==> config.mk <==
export PLATFORM = sky130hd
export DESIGN_NAME = pause_flow_ctrl
export DESIGN_NICKNAME = d
export VERILOG_FILES = /design/src/rtl/pause_flow_ctrl.sv
export SDC_FILE = /design/constraint.sdc
export NUM_CORES = 1
export LEC_CHECK = 0
export BUFFER_PORTS_ARGS = -buffer_cell sky130_fd_sc_hd__buf_4
export CAP_MARGIN = 40
export CORE_MARGIN = 2
export CORE_UTILIZATION = 49
export CTS_BUF_LIST = sky130_fd_sc_hd__clkbuf_8
export DETAILED_ROUTE_END_ITERATION = 16
export MAX_ROUTING_LAYER = met4
export PLACE_DENSITY = 0.84
export REMOVE_ABC_BUFFERS = 1
export SYNTH_ARGS = -nofsm -noshare
export SYNTH_HDL_FRONTEND = slang
export SYNTH_SLANG_ARGS = --single-unit
==> constraint.sdc <==
create_clock -name clk -period 3.68 [get_ports clk]
set_input_delay 0.368 -clock clk [delete_from_list [all_inputs] [get_ports clk]]
set_output_delay 0.368 -clock clk [all_outputs]
set_load 0.01 [all_outputs]
==> src/rtl/pause_flow_ctrl.sv <==
module pause_flow_ctrl #(
  parameter int OCC_W     = 12,
  parameter int QUANTA_W  = 16,
  parameter int WORD_BITS = 64
) (
  input  logic                clk,
  input  logic                rst_n,
  input  logic [1:0]          cfg_mode,
  input  logic [QUANTA_W-1:0] cfg_pause_time,
  input  logic [OCC_W-1:0]    cfg_hi_mark,
  input  logic [OCC_W-1:0]    cfg_lo_mark,
  input  logic                cfg_xon_en,
  input  logic [OCC_W-1:0]    rx_occ,
  input  logic                rx_pause_stb,
  input  logic [QUANTA_W-1:0] rx_pause_quanta,
  output logic                tx_req_valid,
  input  logic                tx_req_ready,
  output logic [QUANTA_W-1:0] tx_req_quanta,
  output logic                tx_hold
);
  localparam int SHIFT = $clog2(512 / WORD_BITS);
  localparam int CNT_W = QUANTA_W + SHIFT;

  logic             gen_en, hon_en, paused;
  logic [OCC_W-1:0] hi_eff, lo_eff;
  logic [CNT_W-1:0] hold_cnt;

  assign gen_en  = cfg_mode[1];
  assign hon_en  = cfg_mode[0];
  assign hi_eff  = gen_en ? cfg_hi_mark : '0;
  assign lo_eff  = gen_en ? cfg_lo_mark : '0;
  assign tx_hold = (hold_cnt != '0);

  always_ff @(posedge clk) begin
    if (!rst_n) begin
      paused        <= 1'b0;
      tx_req_valid  <= 1'b0;
      tx_req_quanta <= '0;
    end else if (!gen_en) begin
      paused       <= 1'b0;
      tx_req_valid <= 1'b0;
    end else if (tx_req_valid) begin
      if (tx_req_ready) tx_req_valid <= 1'b0;
    end else if (!paused && rx_occ >= hi_eff) begin
      paused        <= 1'b1;
      tx_req_valid  <= 1'b1;
      tx_req_quanta <= cfg_pause_time;
    end else if (paused && rx_occ < lo_eff) begin
      paused <= 1'b0;
      if (cfg_xon_en) begin
        tx_req_valid  <= 1'b1;
        tx_req_quanta <= '0;
      end
    end
  end

  always_ff @(posedge clk) begin
    if (!rst_n || !hon_en)
      hold_cnt <= '0;
    else if (rx_pause_stb)
      hold_cnt <= CNT_W'(rx_pause_quanta) << SHIFT;
    else if (hold_cnt != '0)
      hold_cnt <= hold_cnt - 1'b1;
  end
endmodule


# == After elaboration in Yosys (flattened, before gate mapping) ==
# Index checks and enable logic that the tools add are counted.
# word_totals
register_bits,37
input_bits,75
out_inout_bits,18
elab_cells,37
# classes
n_addsub,1
n_lt_le_gt_ge,2
mux,14
bitwise,1
n_reduce_logical,14
# op_table
cell,count
2-to-1 mux 16 bit,3
2-to-1 mux 19 bit,2
2-to-1 mux 12 bit,2
nonzero test 19 bit,1
subtractor 19 x 1 -> 19 bit (second input constant),1
greater-or-equal comparator 12 bit,1
less-than comparator 12 bit,1
2-to-1 mux 1 bit,7
nonzero test 2 bit,3
AND reduction 2 bit,2
AND reduction 4 bit,1
logical NOT 1 bit,3
logical AND 1 bit,2
OR reduction 2 bit,1
logical OR 1 bit,1
inverter 1 bit,1

# == Logic depth before layout (Yosys ltp) ==
# Gate-level depths: netlist (run 1).
# logic_depth
ltp_word,6
depth_mapped,11
depth_no_buf,8

# == Worst setup path after synthesis (run 1) ==
# No wires, ideal clock.
# synth_path
path_type,input port to flip-flop
startpoint,in cfg_mode[1]
endpoint,reg tx_req_quanta[10]
setup_time_ns,0.060
arrival_time_ns,2.765
t_required_ns,3.620
slack_ns,0.855
stages,11
path_buffers,3
path_cell_list,clkbuf_1 -> clkbuf_1 -> nand2_1 -> ha_1 -> o21ai_0 -> a41o_1 -> a2111oi_0 -> nor4_1 -> o221ai_1 -> clkbuf_1 -> a22o_1
# synth_between
elab_chain_len,5
elab_cells_between_ends,10
# synth_rtl
item,line,text
"start, declared",8,"input logic [1:0] cfg_mode,"
"2-to-1 mux 12 bit, on equally long branches","30, 31",
greater-or-equal comparator 12 bit or less-than comparator 12 bit (tied branches),"44, 48",
"logical AND 1 bit, on equally long branches","44, 48",
nonzero test 2 bit (no source line),--,
AND reduction 4 bit (no source line),--,
"end signal, assigned",47,tx_req_quanta <= cfg_pause_time;
"end, declared",18,"output logic [QUANTA_W-1:0] tx_req_quanta,"
# Several ways; a longest one is shown, not always the timed one.
# A chain may end at the register's enable or synchronous reset.

# == Final worst setup path (run 1) ==
# layout_path
startpoint,reg hold_cnt[0]
endpoint,out tx_hold
# layout_between
elab_chain_len,1
# layout_rtl
item,line,text
"start, declared",26,logic [CNT_W-1:0] hold_cnt;
"start signal, assigned",61,hold_cnt <= CNT_W'(rx_pause_quanta) << SHIFT;
"start signal, assigned",63,hold_cnt <= hold_cnt - 1'b1;
nonzero test 19 bit,32,assign tx_hold = (hold_cnt != '0);
"end, declared",19,output logic tx_hold
# Every way passes these cells.

==> flow_summary.yaml, run 1 <==
run_status:
  status: "completed"
clock_tree:
  numCtsBuffers: 5
  cts-root-buf: "clkbuf_8"
  htree_levels: 2
  clock-sinks: 37
  clk_latency_ns: 0.30
  cts_buffer_depth: 2
  postCtsSetupRepairBufs: 0
  ctsResizeCount: 0
  hold_buffers: 0
  cts_tree: "done"
  path_clk_slew_ns: 0.08
logic_synthesis:
  ys_ff_latch: 37
  synth_sequential_area_ratio: 0.341
  syn_inst: 260
  syn_area_mm2: 0.00217
  ys_types: 43
  yosysWarnings: 0
  synth-edff-count: 0
  ys_async_sr_fraction: 0
  synth_area_per_cell_um2: 8.36
  ys.flop_type: "dfxtp_1"
worst_setup_path:
  cp_cell_sequence: "inv_1, ha_1, or3b_2, nor4_1, nand2_1, or2_2, buf_4"
  slowest_stage: "or3b_2"
  crit_path_end_kind: "output pin"
  path_buf_inv: 2
  startpoint: "hold_cnt[0]"
  critPathTopFamily: "simple AND/OR/NAND/NOR gates"
  required_ns: 3.31
  startpoint_type: "register"
  critPathMaxFanout: 4
  timing.rr.start: "hold_cnt[0]"
  path_class: "register to output pin"
  worst_path_largest_cell_delay_ns: 0.51
  arrival_ns: 2.29
sta:
  fmax_mhz: 376
  slew_headroom: 0.668
  maxSlewViolCount: 0
  setup_tns_ns: 0
  clock_skew_ns: 0.00568
  tightest_slew_ns: 0.497
  final_hold_viol_count: 0
  rsz0062_at_grt: "no"
  period_minus_slack_ns: 2.66
  setup_viol: 0
  fin_crit_sh: 0.723
route:
  first_pass_iters: 4
  drt_first_iter_violations: 96
  route.detailed.drc: 0
  via_per_inst: 5.44
  vias: 2196
  wl_um: 5300
  detail-route-antenna-nets: 0
  wl_per_cell_um: 13.1
floorplan:
  die-area_mm2: 0.00498
  initial_core_util: 0.503
  die_w_um: 70.6
  coreArea_mm2: 0.00432
  die-height_um: 70.6
  rows: 24
  io_pins: 93
flow_run:
  maxCapViolCount: 0
final_layout:
  fin_cells: 404
  num-nets-final: 450
  area_growth_pct: 37.9
  n_antenna_cell: 0
  fin_util: 0.693
  layout-drive-gt1-share: 0.310
place:
  place_hpwl_um: 4190
  portBuffers: 92
  place.gp.congestion: 0.838
  dp.cells: 396
global_route:
  grt_max_degree: 27
  grt_pass1_vias: 2214
  overflow: 0
  antenna_found_initial: 0
  grt_pass1_wl_um: 8930
  grt.total_usage: 0.224
pwr:
  p_total_mw: 1.12
  leakagePower_nw: 1.40
  powerDensity_mw_per_mm2: 375
  peakVddDrop_mv: 0.239
worst_hold_path:
  holdCritStartpoint: "rx_pause_quanta[9]"
  min_path_type: "primary input to register"
per-layer routing:
metal | GRT usage | wire length [um]
met1 | 0.236 | 2180
met2 | 0.415 | 2780
met3 | 0.0427 | 265
met4 | 0.0776 | 78
met5 | - | 0
flip-flops by register name, indices dropped and copies added, names as in the netlist:
name and count:
paused 1, tx_req_quanta 16, tx_req_valid 1, hold_cnt 19
cells in the mapped netlist, types with 7 or more instances:
master    count  area [um2]
a21oi_1      18        90.1
a22o_1       16         140
clkbuf_1      7        26.3
dfxtp_1      37         741
ha_1         24         300
nand2_1      47         176
nor2_1       16        60.1
nor3_1       10        50.1
o21ai_0      12        60.1
xnor2_1       9        78.8
layout make-up:
class,instances,area [um2]
clock buffer,5,68.8
multi-input combinational,209,1380
fill,397,1330
inverter,4,15.0
tap,52,65.1
sequential,37,741
clock inverter,3,22.5
timing repair buffer,94,706
through the flow:
stage | hold slack [ns] | setup WS (ns) | area, um2
floorplan | 0.445 | 1.09 | 2130
global placement | 0.463 | 0.906 | 2900
detailed placement | 0.467 | 1.09 | 2910
CTS | 0.269 | 1.01 | 3000
global route | 0.271 | 0.850 | 3000
finish | 0.269 | 1.02 | 3000
power breakdown:
| group | internal (mW) | switching [mW] | leakage, nW |
|---|---|---|---|
| registers | 0.436 | 0.0270 | 0.303 |
| clock network | 0.134 | 0.151 | 0.0481 |
| logic | 0.199 | 0.176 | 1.05 |
path summary, 6_finish.rpt:
path | slack [ns] | cells after the start | end
worst max register to register | 1.19 | 7 | hold_cnt[1]
worst max-delay path | 1.02 | 7 | tx_hold
worst min-delay path | 0.27 | 3 | hold_cnt[12]
worst min register to register | 0.49 | 1 | tx_req_quanta[4]
layout by cell type (no fill, tap or decap), types with 2 or more instances in the layout:
master	n
a21o_1	2
clkbuf_8	5
ha_1	24
xor2_1	6
nor4_1	6
and2_1	2
nand2_1	47
clkinv_4	2
nand2b_1	6
nand3_1	2
buf_4	94
or4_1	3
nand4_1	3
dfxtp_1	37
nor3_1	10
or2_2	2
a22o_1	16
o21ai_0	12
a21oi_1	18
nor2_1	16
inv_1	4
xnor2_1	9
or3_1	5
worst reg2reg max path, delay by kind of cell (launching register included):
| family | cells | cell delay [ns] |
|---|---|---|
| fa+ha+maj | 1 | 0.16 |
| buf+inv | 1 | 0.09 |
| flops | 1 | 0.33 |
| mux | 1 | 0.39 |
| simple gates | 4 | 1.46 |
cell families after synthesis:
group	after synthesis	share of synthesized area
and+or+nand+nor	110	0.247
AOI/OAI and AO/OA	59	0.184
DFF	37	0.341
adders and majority gates	24	0.138
xor gates and xnor gates	15	0.0605
buffers and inverters	14	0.0248
muxes	1	0.00518
Note: power is estimated with default switching activity, not from simulation.
==> inputs of run 2 (changes only) <==
ABC_AREA = 1   (was default)
CORE_UTILIZATION = 47   (was 49)
PLACE_DENSITY = 0.81   (was 0.84)
clock period = 2.3 ns   (was 3.68 ns; I/O delays follow)
==> run 2 against run 1 <==
Clock skew shrank 0.0015 ns; wire length is 15% higher; combinational power increased by 76%; total power increased by 68%; register-to-register slack worse by 0.75 ns; critical endpoint unchanged; largest cell class unchanged; highest routed layer unchanged.
==> flow_summary.yaml, run 2 <==
run_status:
  status: "completed"
sta:
  setup_viol: 0
  tightest_slew_ns: 0.603
  setup_tns_ns: 0
  fin_crit_sh: 0.920
  clock_skew_ns: 0.00416
  slew_headroom: 0.597
  rsz0062_at_grt: "no"
  final_hold_viol_count: 0
  maxSlewViolCount: 0
  fmax_mhz: 473
  period_minus_slack_ns: 2.12
place:
  placed_area_mm2: 0.00329
  place.gp.congestion: 0.824
  dp.cells: 533
  place_hpwl_um: 4870
  portBuffers: 92
worst_hold_path:
  min_path_type: "primary input to register"
global_route:
  overflow: 0
  grt_max_degree: 29
  grt_pass1_vias: 2503
  grt_pass1_wl_um: 10400
  antenna_found_initial: 0
  grt.total_usage: 0.215
logic_synthesis:
  ys_async_sr_fraction: 0
  yosys.area.top_type_share: 0.289
  synthTopCellsByCount: "nand2_1 (123), inv_1 (43), a21oi_1 (38)"
  synth_sequential_area_ratio: 0.289
  ys_ff_latch: 37
  ys.flop_type: "dfxtp_1"
  synth_top_area_cell: "dfxtp_1"
  syn_area_mm2: 0.00256
  synth_area_per_cell_um2: 6.75
  yosysMostFrequentCell: "nand2_1"
  syn_inst: 380
  yosysWarnings: 0
  synth-edff-count: 0
  ys_types: 29
  ys_top_cells_by_area: "dfxtp_1 (29%), nand2_1 (18%), ha_1 (12%)"
clock_tree:
  path_clk_slew_ns: 0.07
  clock-sinks: 37
  htree_levels: 2
  cts-root-buf: "clkbuf_8"
  clk_latency_ns: 0.29
  cts_buffer_depth: 2
  cts_tree: "done"
  numCtsBuffers: 5
worst_setup_path:
  slowest_stage: "dfxtp_1"
  critPathTopFamily: "simple AND/OR/NAND/NOR gates"
  timing.critical_path.mode_cell: "inv_1"
  cp_cell_sequence: "inv_1, ha_2, nand4_4, nor2_2, nand2_1, inv_1, nand4_1, buf_4"
  worst_path_largest_cell_delay_ns: 0.32
  path_class: "register to output pin"
  path_buf_inv: 3
  required_ns: 2.07
  startpoint_type: "register"
  arrival_ns: 1.89
  crit_path_end_kind: "output pin"
  critPathMaxFanout: 7
route:
  drt-met1-wl_um: 2640
  via_per_inst: 4.87
  top_layer: "met4"
  wl_met2_um: 3050
  wl_um: 6100
  wl_met3_um: 338
  vias: 2637
  wl_per_cell_um: 11.3
  first_pass_iters: 4
  route.detailed.drc: 0
  detail-route-antenna-nets: 0
  drt_first_iter_violations: 113
final_layout:
  fin_cells: 541
  regMostFlops: "hold_cnt"
  largestRegisters: "hold_cnt x19, tx_req_quanta x16"
  final_cell_area_mm2: 0.00339
  num-nets-final: 569
  area_growth_pct: 32.3
  n_antenna_cell: 0
  final_cell_mix: "nand2_1 (123), buf_4 (92), inv_1 (43)"
  layout-drive-gt1-share: 0.272
  final_common_cell: "nand2_1"
  largest_reg_flops: 19
floorplan:
  die-area_mm2: 0.00606
  die-height_um: 77.9
  io_pins: 93
  coreArea_mm2: 0.00517
  initial_core_util: 0.496
  rows: 26
  die_w_um: 77.9
flow_run:
  maxCapViolCount: 0
pwr:
  p_total_mw: 1.88
  powerDensity_mw_per_mm2: 555
  peakVddDrop_mv: 0.360
  leakagePower_nw: 1.72
run 2: cell count changes in the layout (fill, tap and decap cells not counted), sizes merged, moves of 5 or more:
| cell | change |
|---|---|
| o21ai | -8 |
| nand2b | -6 |
| nor3 | -7 |
| a22o | -16 |
| xnor2 | -8 |
| nand3 | +30 |
| nand2 | +81 |
| inv | +41 |
| nor2 | +24 |
| nor4 | -6 |
| or3 | -5 |
| a21oi | +20 |
run 2: area by class of cell:
cell class                 count  area [um2]
multi-input combinational    288        1600
tap                           70        87.6
clock buffer                   7        96.3
fill                         477        1780
timing repair buffer          92         691
clock inverter                 1        5.00
sequential                    37         741
inverter                      46         173
run 2: cell families after synthesis:
kind of cell / after synthesis / synth area share
AO/OA/AOI/OAI: 44 / 0.0878
XOR/XNOR: 5 / 0.0171
buffers and inverters: 55 / 0.0893
flip-flops: 37 / 0.289
AND/OR/NAND/NOR: 215 / 0.400
adder cells (fa/ha/maj): 24 / 0.117
run 2: per-stage QoR:
stage | setup slack [ns] | hold WS, ns | utilization
floorplan | 0.663 | 0.350 | -
global placement | 0.228 | 0.456 | 0.635
detailed placement | 0.158 | 0.458 | 0.635
CTS | 0.0228 | 0.189 | 0.655
global route | 0.0504 | 0.190 | 0.656
finish | 0.184 | 0.194 | 0.656
run 2: final timing paths:
| check | start | to | slack, ns | cells past startpoint |
|---|---|---|---|---|
| setup reg to reg | hold_cnt[0] | hold_cnt[4] | 0.44 | 9 |
| hold reg to reg | tx_req_quanta[12] | tx_req_quanta[12] | 0.47 | 2 |
| hold / removal | rx_pause_quanta[12] | hold_cnt[15] | 0.19 | 3 |
| setup / recovery | hold_cnt[0] | tx_hold | 0.18 | 8 |
run 2: tightest hold or removal path, cell delays in order:
cell and delay (ns):
buf_4 0.10, nand2_1 0.05, a21oi_1 0.05
run 2: routing by layer:
metal,vias to the layer above,track usage
li1,1391,-
met1,1172,0.239
met2,64,0.388
met3,10,0.0488
met4,0,0.0536
met5,-,-
run 2: what timing repair did:
action                     4_1_cts  5_1_grt
setup endpoints to repair        0        1
resized for setup                0        2
hold buffers                     0        0
setup buffers                    0        0
run 2: power by group:
part / switching (mW) / leakage, nW / total [mW] / internal, mW
sequential: 0.0340 / 0.303 / 0.724 / 0.690
combinational: 0.365 / 1.36 / 0.659 / 0.294
clock: 0.231 / 0.0542 / 0.502 / 0.271
==> inputs of run 3 (changes only) <==
ABC_AREA = default   (was 1)
CORE_UTILIZATION = 49   (was 47)
PLACE_DENSITY = 0.84   (was 0.81)
clock period = 1.95 ns   (was 2.3 ns; I/O delays follow)
==> run 3 against run 2 <==
Non-clock buffer count grew 42; the flow now finishes with violations (negative setup slack); critical endpoint is now hold_cnt[0]; total power grew 40%; final cell count decreased by 18%; setup slack got worse by 0.51 ns; utilization is 17 points higher.
==> flow_summary.yaml, run 3 (same netlist as run 1, synthesis figures left out) <==
final_layout:
  fin_cells: 444
  final_cell_mix: "buf_4 (125), nand2_1 (47), dfxtp_1 (34)"
  regMostFlops: "hold_cnt"
  layout-drive-gt1-share: 0.467
  n_antenna_cell: 0
  fill_cells: 250
  largestRegisters: "hold_cnt x19, tx_req_quanta x16"
  largest_reg_flops: 19
  final_common_cell: "buf_4"
  area_growth_pct: 64.8
  num-nets-final: 490
sta:
  setup_tns_ns: -3.44
  clock_skew_ns: 0.00895
  fin_crit_sh: 1.17
  period_minus_slack_ns: 2.28
  setup_viol: 19
  maxSlewViolCount: 0
  tightest_slew_ns: 0.374
  hold_ws_ns: 0.101
  final_hold_viol_count: 0
  rsz0062_at_grt: "yes"
  fmax_mhz: 440
  postLayoutSetupSlackWorst_ns: -0.325
  slew_headroom: 0.748
worst_setup_path:
  startpoint_type: "register"
  required_ns: 2.14
  arrival_ns: 2.47
  reg2reg_depth: 10
  crit_path_end_kind: "register"
  critPathMaxFanout: 3
  path_class: "register to register"
place:
  place_hpwl_um: 4780
  portBuffers: 92
  place.gp.congestion: 0.842
  dp.cells: 428
global_route:
  grt_pass1_vias: 2602
  grt.total_usage: 0.292
  overflow: 0
  antenna_found_initial: 0
  grt_max_degree: 26
  grt_pass1_wl_um: 11500
worst_hold_path:
  min_path_type: "primary input to register"
  holdPathStages: 3
clock_tree:
  cts_buffer_depth: 2
  path_clk_slew_ns: 0.09
  cts_tree: "done"
  numCtsBuffers: 5
  htree_levels: 2
  hold_buffers: 0
  clk_latency_ns: 0.30
  cts-root-buf: "clkbuf_8"
  clock-sinks: 37
run_status:
  status: "complete, but fails checks"
  violations: "negative setup slack"
flow_run:
  maxCapViolCount: 0
pwr:
  powerDensity_mw_per_mm2: 739
  peakVddDrop_mv: 0.543
  leakagePower_nw: 1.67
  p_total_mw: 2.65
route:
  detail-route-antenna-nets: 0
  wl_per_cell_um: 17.4
  first_pass_iters: 4
  wl_um: 7750
  vias: 2557
  via_per_inst: 5.76
  drt_first_iter_violations: 165
  route.detailed.drc: 0
floorplan:
  initial_core_util: 0.503
  die_w_um: 70.6
  io_pins: 93
  die-height_um: 70.6
  die-area_mm2: 0.00498
  rows: 24
  coreArea_mm2: 0.00432
## run 3: changes by cell type in the layout (fill, tap and decap cells not counted), sizes merged, moves of 8 or more
cell and delta:
a21oi -20, nor2 -24, xnor2 +8, inv -41
o21ai +8, nand3 -30, buf +42, nand2 -81
a22o +16
## run 3: path summary, 6_finish.rpt
path	from	endpoint	slack [ns]
min reg2reg	tx_req_quanta[15]	tx_req_quanta[15]	0.49
max	hold_cnt[0]	hold_cnt[0]	-0.33
max reg2reg	hold_cnt[0]	hold_cnt[0]	-0.33
min	rx_pause_quanta[9]	hold_cnt[12]	0.10
## run 3: layout make-up
class	instances	area (um2)	area share
Clock buffer	5	68.8	0.0192
Clock inverter	3	46.3	0.0129
Inverter	4	15.0	0.00419
Multi-Input combinational cell	209	1600	0.446
Sequential cell	37	744	0.208
Tap cell	52	65.1	0.0182
Timing Repair Buffer	134	1040	0.291
## run 3: metal layers
| layer | vias to the layer above | GRT usage | share of wire |
|---|---|---|---|
| li1 | 1205 | - | - |
| met1 | 1183 | 0.314 | 0.37 |
| met2 | 128 | 0.529 | 0.52 |
| met3 | 41 | 0.0541 | 0.052 |
| met4 | 0 | 0.117 | 0.050 |
| met5 | - | - | 0 |
## run 3: worst max-delay path: stages (launching register included)
cell,delay [ns]
dfxtp_2,0.35
inv_2,0.08
ha_4,0.13
or3b_4,0.40
nor4_4,0.25
buf_4,0.16
and3b_2,0.26
buf_6,0.12
buf_6,0.09
xnor2_2,0.06
nor3_1,0.26
## run 3: timing repair
action / CTS / global route
pin swaps: 19 / 16
cloned: 1 / 0
resized for setup: 48 / 21
endpoints found under the setup margin: 36 / 35
setup buffers: 5 / 4
## run 3: power by group
group	switching (mW)	internal, mW
clock network	0.310	0.383
registers	0.0523	0.823
logic	0.498	0.578
total	0.860	1.78
## run 3: through the flow
step / area, um2 / util / setup slack, ns
2_1_floorplan: 2130 / - / -0.464
3_3_place_gp: 3140 / 0.726 / -0.498
3_5_place_dp: 3150 / 0.727 / -0.575
4_1_cts: 3460 / 0.799 / -0.206
5_1_grt: 3580 / 0.828 / -0.396
6_report: 3580 / 0.828 / -0.325
